$ cat src/rtl/decadd_pkg.sv
package decadd_pkg;
    parameter int DECADD_W = 16;

    typedef struct packed {
        logic carry;
        logic ovf;
        logic zero;
        logic neg;
    } decadd_flags_t;

    typedef struct packed {
        logic [DECADD_W-1:0] acc;
        decadd_flags_t       flags;
        logic                done;
    } decadd_state_t;
endpackage

$ cat src/rtl/decadd_bcd_chain.sv
module decadd_bcd_chain #(
    parameter int NDIG  = 4,
    parameter int DIG_W = 4
) (
    input  logic [NDIG*DIG_W-1:0] a_i,
    input  logic [NDIG*DIG_W-1:0] w_i,
    input  logic                  sub_i,
    input  logic                  cin_i,
    output logic [NDIG*DIG_W-1:0] res_o,
    output logic [NDIG-1:0]       link_o
);
    localparam int RADIX = 10;

    // link = carry for add, borrow for subtract
    logic [NDIG:0] link;
    assign link[0] = sub_i ? ~cin_i : cin_i;

    for (genvar g = 0; g < NDIG; g++) begin : g_dig
        logic [DIG_W-1:0] ad, wd;
        logic [DIG_W:0]   sum;
        logic [DIG_W+1:0] dif;
        logic             over, under;

        assign ad    = a_i[g*DIG_W +: DIG_W];
        assign wd    = w_i[g*DIG_W +: DIG_W];
        assign sum   = {1'b0, ad} + {1'b0, wd} + {{DIG_W{1'b0}}, link[g]};
        assign dif   = {2'b00, ad} - {2'b00, wd} - {{(DIG_W+1){1'b0}}, link[g]};
        assign over  = sum > (DIG_W+1)'(RADIX-1);
        // a negative difference reads as a large unsigned value
        assign under = dif > (DIG_W+2)'(RADIX-1);

        always_comb begin
            if (sub_i)
                res_o[g*DIG_W +: DIG_W] = under ? dif[DIG_W-1:0] + DIG_W'(RADIX) : dif[DIG_W-1:0];
            else
                res_o[g*DIG_W +: DIG_W] = over ? sum[DIG_W-1:0] - DIG_W'(RADIX) : sum[DIG_W-1:0];
        end
        assign link[g+1] = sub_i ? under : over;
    end

    assign link_o = link[NDIG:1];
endmodule

$ cat src/rtl/decadd_bin.sv
module decadd_bin #(
    parameter int DATA_W   = 16,
    parameter int NARROW_W = 8
) (
    input  logic [DATA_W-1:0] a_i,
    input  logic [DATA_W-1:0] w_i,
    input  logic              sub_i,
    input  logic              cin_i,
    output logic [DATA_W-1:0] res_o,
    output logic              c_narrow_o,
    output logic              c_wide_o
);
    localparam int HI_W = DATA_W - NARROW_W;

    logic [DATA_W-1:0]   wx;
    logic [NARROW_W:0]   lo;
    logic [HI_W:0]       hi;

    // subtract as a + ~w + c: carry out is the "no borrow" indication
    assign wx = sub_i ? ~w_i : w_i;
    assign lo = {1'b0, a_i[NARROW_W-1:0]} + {1'b0, wx[NARROW_W-1:0]}
              + {{NARROW_W{1'b0}}, cin_i};
    assign hi = {1'b0, a_i[DATA_W-1:NARROW_W]} + {1'b0, wx[DATA_W-1:NARROW_W]}
              + {{HI_W{1'b0}}, lo[NARROW_W]};

    assign res_o      = {hi[HI_W-1:0], lo[NARROW_W-1:0]};
    assign c_narrow_o = lo[NARROW_W];
    assign c_wide_o   = hi[HI_W];
endmodule

$ cat src/rtl/decadd_unit.sv
module decadd_unit
    import decadd_pkg::*;
#(
    parameter int DATA_W   = DECADD_W,
    parameter int NARROW_W = 8
) (
    input  logic              clk,
    input  logic              rst_n,
    input  logic              start_i,
    input  logic              sub_i,
    input  logic              wide_i,
    input  logic              dec_i,
    input  logic              carry_i,
    input  logic [DATA_W-1:0] acc_i,
    input  logic [DATA_W-1:0] opnd_i,
    output logic [DATA_W-1:0] acc_o,
    output logic              carry_o,
    output logic              ovf_o,
    output logic              zero_o,
    output logic              neg_o,
    output logic              done_o
);
    localparam int DIG_W  = 4;
    localparam int NDIG   = DATA_W / DIG_W;
    localparam int NDIG_N = NARROW_W / DIG_W;

    logic [DATA_W-1:0] bcd_res, bin_res, res;
    logic [NDIG-1:0]   bcd_link;
    logic              bin_c_n, bin_c_w;
    logic              top_link, cy, sa, sw, sr, ovf, zro;

    decadd_state_t st_d, st_q;

    decadd_bcd_chain #(.NDIG(NDIG), .DIG_W(DIG_W)) u_bcd (
        .a_i    (acc_i),
        .w_i    (opnd_i),
        .sub_i  (sub_i),
        .cin_i  (carry_i),
        .res_o  (bcd_res),
        .link_o (bcd_link)
    );

    decadd_bin #(.DATA_W(DATA_W), .NARROW_W(NARROW_W)) u_bin (
        .a_i        (acc_i),
        .w_i        (opnd_i),
        .sub_i      (sub_i),
        .cin_i      (carry_i),
        .res_o      (bin_res),
        .c_narrow_o (bin_c_n),
        .c_wide_o   (bin_c_w)
    );

    always_comb begin
        st_d      = st_q;
        st_d.done = 1'b0;

        res      = dec_i ? bcd_res : bin_res;
        top_link = wide_i ? bcd_link[NDIG-1] : bcd_link[NDIG_N-1];
        if (dec_i)
            cy = sub_i ? ~top_link : top_link;
        else
            cy = wide_i ? bin_c_w : bin_c_n;

        sa = wide_i ? acc_i[DATA_W-1]  : acc_i[NARROW_W-1];
        sw = wide_i ? opnd_i[DATA_W-1] : opnd_i[NARROW_W-1];
        sr = wide_i ? res[DATA_W-1]    : res[NARROW_W-1];
        if (sub_i)
            ovf = (sa ^ sw) & (sa ^ sr);
        else
            ovf = ~(sa ^ sw) & (sw ^ sr);
        zro = wide_i ? (res == '0) : (res[NARROW_W-1:0] == '0);

        if (start_i) begin
            st_d.acc         = wide_i ? res : {acc_i[DATA_W-1:NARROW_W], res[NARROW_W-1:0]};
            st_d.flags.carry = cy;
            st_d.flags.ovf   = ovf;
            st_d.flags.zero  = zro;
            st_d.flags.neg   = sr;
            st_d.done        = 1'b1;
        end
    end

    always_ff @(posedge clk or negedge rst_n) begin
        if (!rst_n) st_q <= '0;
        else        st_q <= st_d;
    end

    assign acc_o   = st_q.acc;
    assign carry_o = st_q.flags.carry;
    assign ovf_o   = st_q.flags.ovf;
    assign zero_o  = st_q.flags.zero;
    assign neg_o   = st_q.flags.neg;
    assign done_o  = st_q.done;
endmodule

$ cat config.mk
export PLATFORM = sky130hd
export DESIGN_NAME = decadd_unit
export DESIGN_NICKNAME = d
export VERILOG_FILES = /design/src/rtl/decadd_pkg.sv /design/src/rtl/decadd_bcd_chain.sv /design/src/rtl/decadd_bin.sv /design/src/rtl/decadd_unit.sv
export SDC_FILE = /design/constraint.sdc
export NUM_CORES = 1
export LEC_CHECK = 0
export ABC_CLOCK_PERIOD_IN_PS = 1000
export BUFFER_PORTS_ARGS = -buffer_cell sky130_fd_sc_hd__buf_4
export CAP_MARGIN = 30
export CORE_MARGIN = 2
export CORE_UTILIZATION = 49
export DETAILED_ROUTE_END_ITERATION = 6
export GPL_TIMING_DRIVEN = 1
export PLACE_DENSITY_LB_ADDON = 0.25
export SLEW_MARGIN = 5
export SYNTH_ARGS = -nofsm -noshare
export SYNTH_HDL_FRONTEND = slang
export SYNTH_HIERARCHICAL = 1
export SYNTH_SLANG_ARGS = --single-unit
$ cat constraint.sdc
create_clock -name clk -period 1 [get_ports clk]
set_input_delay 0.2 -clock clk [delete_from_list [all_inputs] [get_ports clk]]
set_output_delay 0.2 -clock clk [all_outputs]
set_load 0.05 [all_outputs]
==> results of run 1 <==
kinds of logic (layout without fill, tap and decap cells):
logic type | after synthesis | in the layout | synth area share [%]
adders and majority gates | 75 | 75 | 22.32
muxes | 43 | 43 | 9.499
DFF | 21 | 21 | 11.08
buffers and inverters | 86 | 387 | 7.493
xor gates and xnor gates | 55 | 55 | 11.56
and+or+nand+nor | 160 | 160 | 17.39
AOI/OAI and AO/OA | 146 | 146 | 20.66
registers in the layout (all words and copies together) (netlist names):
name     count
acc_o       16
carry_o      1
done_o       1
neg_o        1
ovf_o        1
zero_o       1
final cells by class:
class                      count  area (um2)
clock buffer                   4       45.04
fill                         373        1280
inverter                      67       259.0
multi-input combinational    479        4420
sequential                    21       525.5
tap                          129       161.4
timing repair buffer         316        2636
cells in the mapped netlist (3+ instances only):
cell type,count
nor2_1,51
dfrtp_1,21
xor2_1,29
o21a_1,4
buf_2,8
nor2b_1,8
and2_1,3
mux2_2,11
a21o_1,8
nor4_1,9
o21ai_1,9
o21bai_1,10
a221o_1,3
nand2b_1,15
a31o_1,4
o21ai_0,12
o21ba_2,3
nor3_1,5
o22ai_1,3
xnor2_1,21
ha_1,59
inv_1,64
nand2_1,25
a21oi_2,7
nand3_1,20
clkbuf_1,7
a211oi_1,4
mux2i_1,30
or3_1,3
fa_1,16
and3_1,4
o211ai_1,3
a21oi_1,51
or2_0,3
a31oi_1,6
path summary, 6_finish.rpt:
path                       cells after the start                     to                  start  slack [ps]
hold / removal                                 1       done_o$_DFF_PN0_                start_i         210
setup / recovery                              46     zero_o$_DFFE_PN0P_                  sub_i       -7940
max in group asynchronous                      2      ovf_o$_DFFE_PN0P_                  rst_n         390
hold reg to reg                                1  acc_o[14]$_DFFE_PN0P_  acc_o[14]$_DFFE_PN0P_         570
min in group asynchronous                      2   acc_o[9]$_DFFE_PN0P_                  rst_n         370
setup reg to reg                               2   acc_o[6]$_DFFE_PN0P_   acc_o[6]$_DFFE_PN0P_           0
worst max-delay path, delay by kind of cell:
family / cells / cell delay [ps]
simple gates: 9 / 1310
compound gates: 11 / 1890
buf+inv: 10 / 840
fa+ha+maj: 10 / 3680
mux: 3 / 540
xor+xnor: 3 / 690
power by group through the flow:
stage                     clock [uW]  sequential [uW]  combinational (uW)
after global routing             632             1290               11800
final                            593             1280               11500
after detailed placement           0             1200                7880
after global placement             0             1200                7610
after floorplan                    0             1940                4070
after CTS                        547             1230                9140
layer usage:
layer / vias to the layer above / GRT usage [%] / wire (um) / share of wire (%)
li1: 2631 / - / - / -
met5: - / 0 / 0 / 0
met2: 712 / 61.23 / 11330 / 44
met3: 304 / 5.609 / 3097 / 12
met1: 3031 / 39.93 / 8269 / 32
met4: 0 / 19.49 / 2866 / 11
through the flow:
step,instances,cell area (um2),TNS [ps]
after floorplan,586,4942,-94990
after global placement,941,6817,-99220
after detailed placement,941,6817,-103040
after CTS,1008,7547,-99470
after global routing,1016,8048,-111140
final,1016,8048,-108300
what timing repair did:
item	in CTS	in global routing
hold buffers	1	0
hold endpoints to repair	21	0
buffers inserted	64	37
cloned	0	3
resized for setup	53	87
pin swaps	40	45
setup endpoints to repair	41	41
==> impl_metrics.csv, run 1 <==
group,metric,value,unit
place,dp_hpwl,11.80,mm
routing,drtIter0Drc,847,
cells_and_area,fin_nets,1002,
logic_synthesis,netlist.area_leader.share,15.57,%
global_route,grt_pass1_wl,28.72,mm
power,netSwitchingFraction,49.46,%
timing,fmax,0.1119,GHz
timing,slew_headroom,60.46,%
worst_setup_path,critPathMaxStageDelay,550,ps
power,internal_power,6764,uW
worst_setup_path,worstPathRequired,1210,ps
die,fp.dieW,102.4,um
die,die_h,102.4,um
timing,setup_ws,-7937,ps
logic_synthesis,synth-seq-cells,21,
logic_synthesis,async_reset_ff_share,100.0,%
cts,cts.sinks,21,
logic_synthesis,synth_area,4742,um2
place,place_ws,-7601,ps
hold_path,hold_class,"input port to register",
worst_setup_path,critPathSlowestCell,"fa_2",
cells_and_area,layout_common_cells,"buf_4 (265), inv_1 (49), ha_1 (48), nor2_1 (46), buf_6 (43)",
cts,clockRootBuffer,"clkbuf_8",
place,place_congestion,0.9514,
cts,worstSkewPairLatency,270,ps
routing,drc,29,
logic_synthesis,syn_inst,586,
timing,finalSetupViolCount,41,
timing,holdWs,210.0,ps
logic_synthesis,syn_nets,700,
timing,drv_slew,0,
power,p_per_area,1663,nW/um2
power,p_switching,6621,uW
worst_setup_path,setup.worst_path.start_class,"input port",
logic_synthesis,ys.flop_type,"dfrtp_1",
global_route,grt_max_degree,52,
die,initial_utilization,50.84,%
run_status,violations,"DRC, setup timing",
run_status,outcome,"finished with violations",
cts,htreeDepth,1,
global_route,track_usage,34.73,%
routing,via_per_inst,6.573,
cells_and_area,final_core_util,86.28,%
power,power_frac_seq,9.6,%
die,core-area,9328,um2
timing,min_period_over_period,893.7,%
die,num_rows,35,
global_route,antenna_found_initial,0,
routing,ant_nets,0,
logic_synthesis,ys_seq_area_share,11.08,%
die,die-area,10480,um2
global_route,overflow,0,
power,p_leak,0.003936,uW
timing,fin_crit,8937,ps
logic_synthesis,yosysWarnings,6,
routing,first_pass_iters,7,
cells_and_area,final_common_cell,"buf_4",
global_route,grt_pass1_vias,6104,
cts,cts_tree,"built",
worst_setup_path,cp_max_fo,3,
power,power.total,13390,uW
routing,num_vias,6678,
cts,clk_pin_slew_worst_paths,90,ps
cells_and_area,layout-drive-gt1-share,51.75,%
worst_setup_path,cp.arrival,9150,ps
power,comb_power_share,86.0,%
worst_setup_path,worst-setup-path-type,"input port to register",
timing,tightest_slew,588.5,ps
cells_and_area,insertedDiodeCount,0,
timing,finalClockSkew,0,ps
logic_synthesis,synth_cell_types,74,
routing,wirelength,25.56,mm
job,drv_cap,0,
cts,cts_buffer_depth,2,
worst_setup_path,cp-end-kind,"register",
logic_synthesis,yosys-top-cells-area,"ha_1 (16%), dfrtp_1 (11%), fa_1 (6.8%), mux2i_1 (6.3%), a21oi_1 (5.4%)",
power,power_frac_clock,4.4,%
logic_synthesis,synth_edf_count,0,
cts,cts_made_buffers,3,
logic_synthesis,yosysTopAreaCell,"ha_1",
die,ios,60,
routing,wl_per_cell,25.16,um
power,ir_drop,1.948,mV
timing,grt_setup_unrepaired,"true",
cells_and_area,area_growth,69.71,%
place,io_buffer_count,59,
timing,hold_viol_final,0,
logic_synthesis,postSynthAreaPerCell,8.092,um2
(Power assumes the default switching activity.)
==> run 2: changes to the inputs <==
--- a/config.mk
+++ b/config.mk
@@ -7,12 +7,13 @@
 export LEC_CHECK = 0
 export ABC_CLOCK_PERIOD_IN_PS = 1000
 export BUFFER_PORTS_ARGS = -buffer_cell sky130_fd_sc_hd__buf_4
-export CAP_MARGIN = 30
+export CAP_MARGIN = 25
 export CORE_MARGIN = 2
 export CORE_UTILIZATION = 49
 export DETAILED_ROUTE_END_ITERATION = 6
 export GPL_TIMING_DRIVEN = 1
 export PLACE_DENSITY_LB_ADDON = 0.25
+export RECOVER_POWER = 100
 export SLEW_MARGIN = 5
 export SYNTH_ARGS = -nofsm -noshare
 export SYNTH_HDL_FRONTEND = slang
==> impl_metrics.csv, run 2 (synthesis gave the netlist of run 1 again) <==
group,metric,value,unit
run_status,outcome,"finished with violations",
run_status,violations,"DRC, setup timing",
place,place_congestion,0.9514,
power,power.total,13400,uW
worst_setup_path,cp.arrival,9150,ps
routing,num_vias,6755,
routing,wl_per_cell,25.17,um
cts,cts_made_buffers,3,
power,p_per_area,1665,nW/um2
power,power_frac_clock,4.4,%
cts,htreeDepth,1,
timing,finalSetupViolCount,41,
global_route,antenna_found_initial,0,
global_route,track_usage,34.73,%
worst_setup_path,critPathBufInv,10,
power,ir_drop,1.936,mV
timing,min_period_over_period,893.3,%
worst_setup_path,critPathSlowestCell,"fa_2",
cells_and_area,layout_common_cells,"buf_4 (264), inv_1 (49), ha_1 (48), nor2_1 (46), buf_6 (43)",
die,fp.dieW,102.4,um
place,dp_hpwl,11.80,mm
cells_and_area,fill_cells,373,
cts,cts.sinks,21,
routing,first_pass_iters,7,
worst_setup_path,worst-setup-path-type,"input port to register",
worst_setup_path,cp-end-kind,"register",
power,p_leak,0.003936,uW
cts,cts_buffer_depth,2,
routing,wirelength,25.58,mm
cells_and_area,insertedDiodeCount,0,
power,power_frac_seq,9.6,%
job,drv_cap,0,
routing,drc,13,
die,ios,60,
cells_and_area,largest_reg_flops,16,
cells_and_area,layout-drive-gt1-share,51.75,%
timing,fmax,0.1119,GHz
timing,fin_crit,8933,ps
routing,ant_nets,0,
worst_setup_path,setup.worst_path.start_class,"input port",
timing,fin_setup_tns,-108320,ps
die,initial_utilization,50.84,%
cts,clk_pin_slew_worst_paths,90,ps
global_route,grt_pass1_wl,28.72,mm
global_route,grt_pass1_vias,6104,
routing,drtIter0Drc,739,
routing,via_per_inst,6.649,
timing,grt_setup_unrepaired,"true",
power,internal_power,6764,uW
global_route,overflow,0,
cts,worstSkewPairLatency,270,ps
worst_setup_path,cp_max_fo,3,
power,netSwitchingFraction,49.51,%
cells_and_area,final_common_cell,"buf_4",
power,comb_power_share,86.0,%
cells_and_area,fin_nets,1002,
die,core-area,9328,um2
die,die-area,10480,um2
worst_setup_path,critPathTopFamily,"adder cells",
cells_and_area,final_core_util,86.25,%
timing,finalClockSkew,0,ps
worst_setup_path,worstPathRequired,1210,ps
timing,drv_slew,0,
die,num_rows,35,
cts,cts_tree,"built",
timing,tightest_slew,570.7,ps
cells_and_area,area_growth,69.66,%
power,p_switching,6633,uW
timing,hold_viol_final,0,
global_route,grt_max_degree,52,
cts,clockRootBuffer,"clkbuf_8",
die,die_h,102.4,um
place,io_buffer_count,59,
timing,slew_headroom,61.95,%
worst_setup_path,critPathMaxStageDelay,550,ps
hold_path,hold_class,"input port to register",
timing,setup_ws,-7933,ps
[run 2: changes by cell type in the layout (fill, tap and decap cells not counted), sizes merged]
cell,change
buf,-1
clkbuf,+1
[run 2: layer usage]
layer  track usage [%]  vias up  share of wire, %
li1                  -     2635                 -
met1             39.93     3059                33
met3             5.609      334                12
met5                 0        -                 0
met2             61.23      727                44
met4             19.49        0                11
[run 2: timing repair]
item / 4_1_cts / 5_1_grt
pin swaps: 40 / 45
setup buffers: 64 / 37
resized for setup: 53 / 87
endpoints found under the hold margin: 21 / 0
gates cloned: 0 / 3
hold buffers: 1 / 0
endpoints found under the setup margin: 41 / 41
[run 2: per-stage QoR]
step,hold WS [ps],instance area [um2],setup WS [ps],instances
floorplan,-95.59,4942,-7230,586
global placement,87.52,6817,-7268,941
detailed placement,94.29,6817,-7601,941
CTS,192.0,7547,-7070,1008
global route,200.1,8045,-8164,1016
finish,211.9,8045,-7933,1016
[run 2: power groups by stage]
stage                     Combinational, uW  Sequential, uW  Clock (uW)
after floorplan                        4070            1940           0
after global placement                 7610            1200           0
after detailed placement               7880            1200           0
after CTS                              9140            1230         547
after global routing                  11800            1290         632
final                                 11500            1290         586
[run 2: cell type report]
cell class | count | area, um2 | share of cell area (%)
clock buffers | 4 | 45.04 | 0.5599
flip-flops and latches | 21 | 525.5 | 6.532
repair buffers | 316 | 2634 | 32.74
inverters | 67 | 259.0 | 3.219
multi-input cells | 479 | 4420 | 54.95
well taps | 129 | 161.4 | 2.006
[run 2: final timing paths]
check | cells after the start | start | end | slack, ps
worst max-delay path | 46 | sub_i | zero_o$_DFFE_PN0P_ | -7930
worst min-delay path | 1 | start_i | done_o$_DFF_PN0_ | 210
worst max register to register | 2 | acc_o[6]$_DFFE_PN0P_ | acc_o[6]$_DFFE_PN0P_ | -10
worst min register to register | 1 | acc_o[14]$_DFFE_PN0P_ | acc_o[14]$_DFFE_PN0P_ | 580
max in group asynchronous | 2 | rst_n | acc_o[12]$_DFFE_PN0P_ | 140
min in group asynchronous | 2 | rst_n | acc_o[9]$_DFFE_PN0P_ | 480
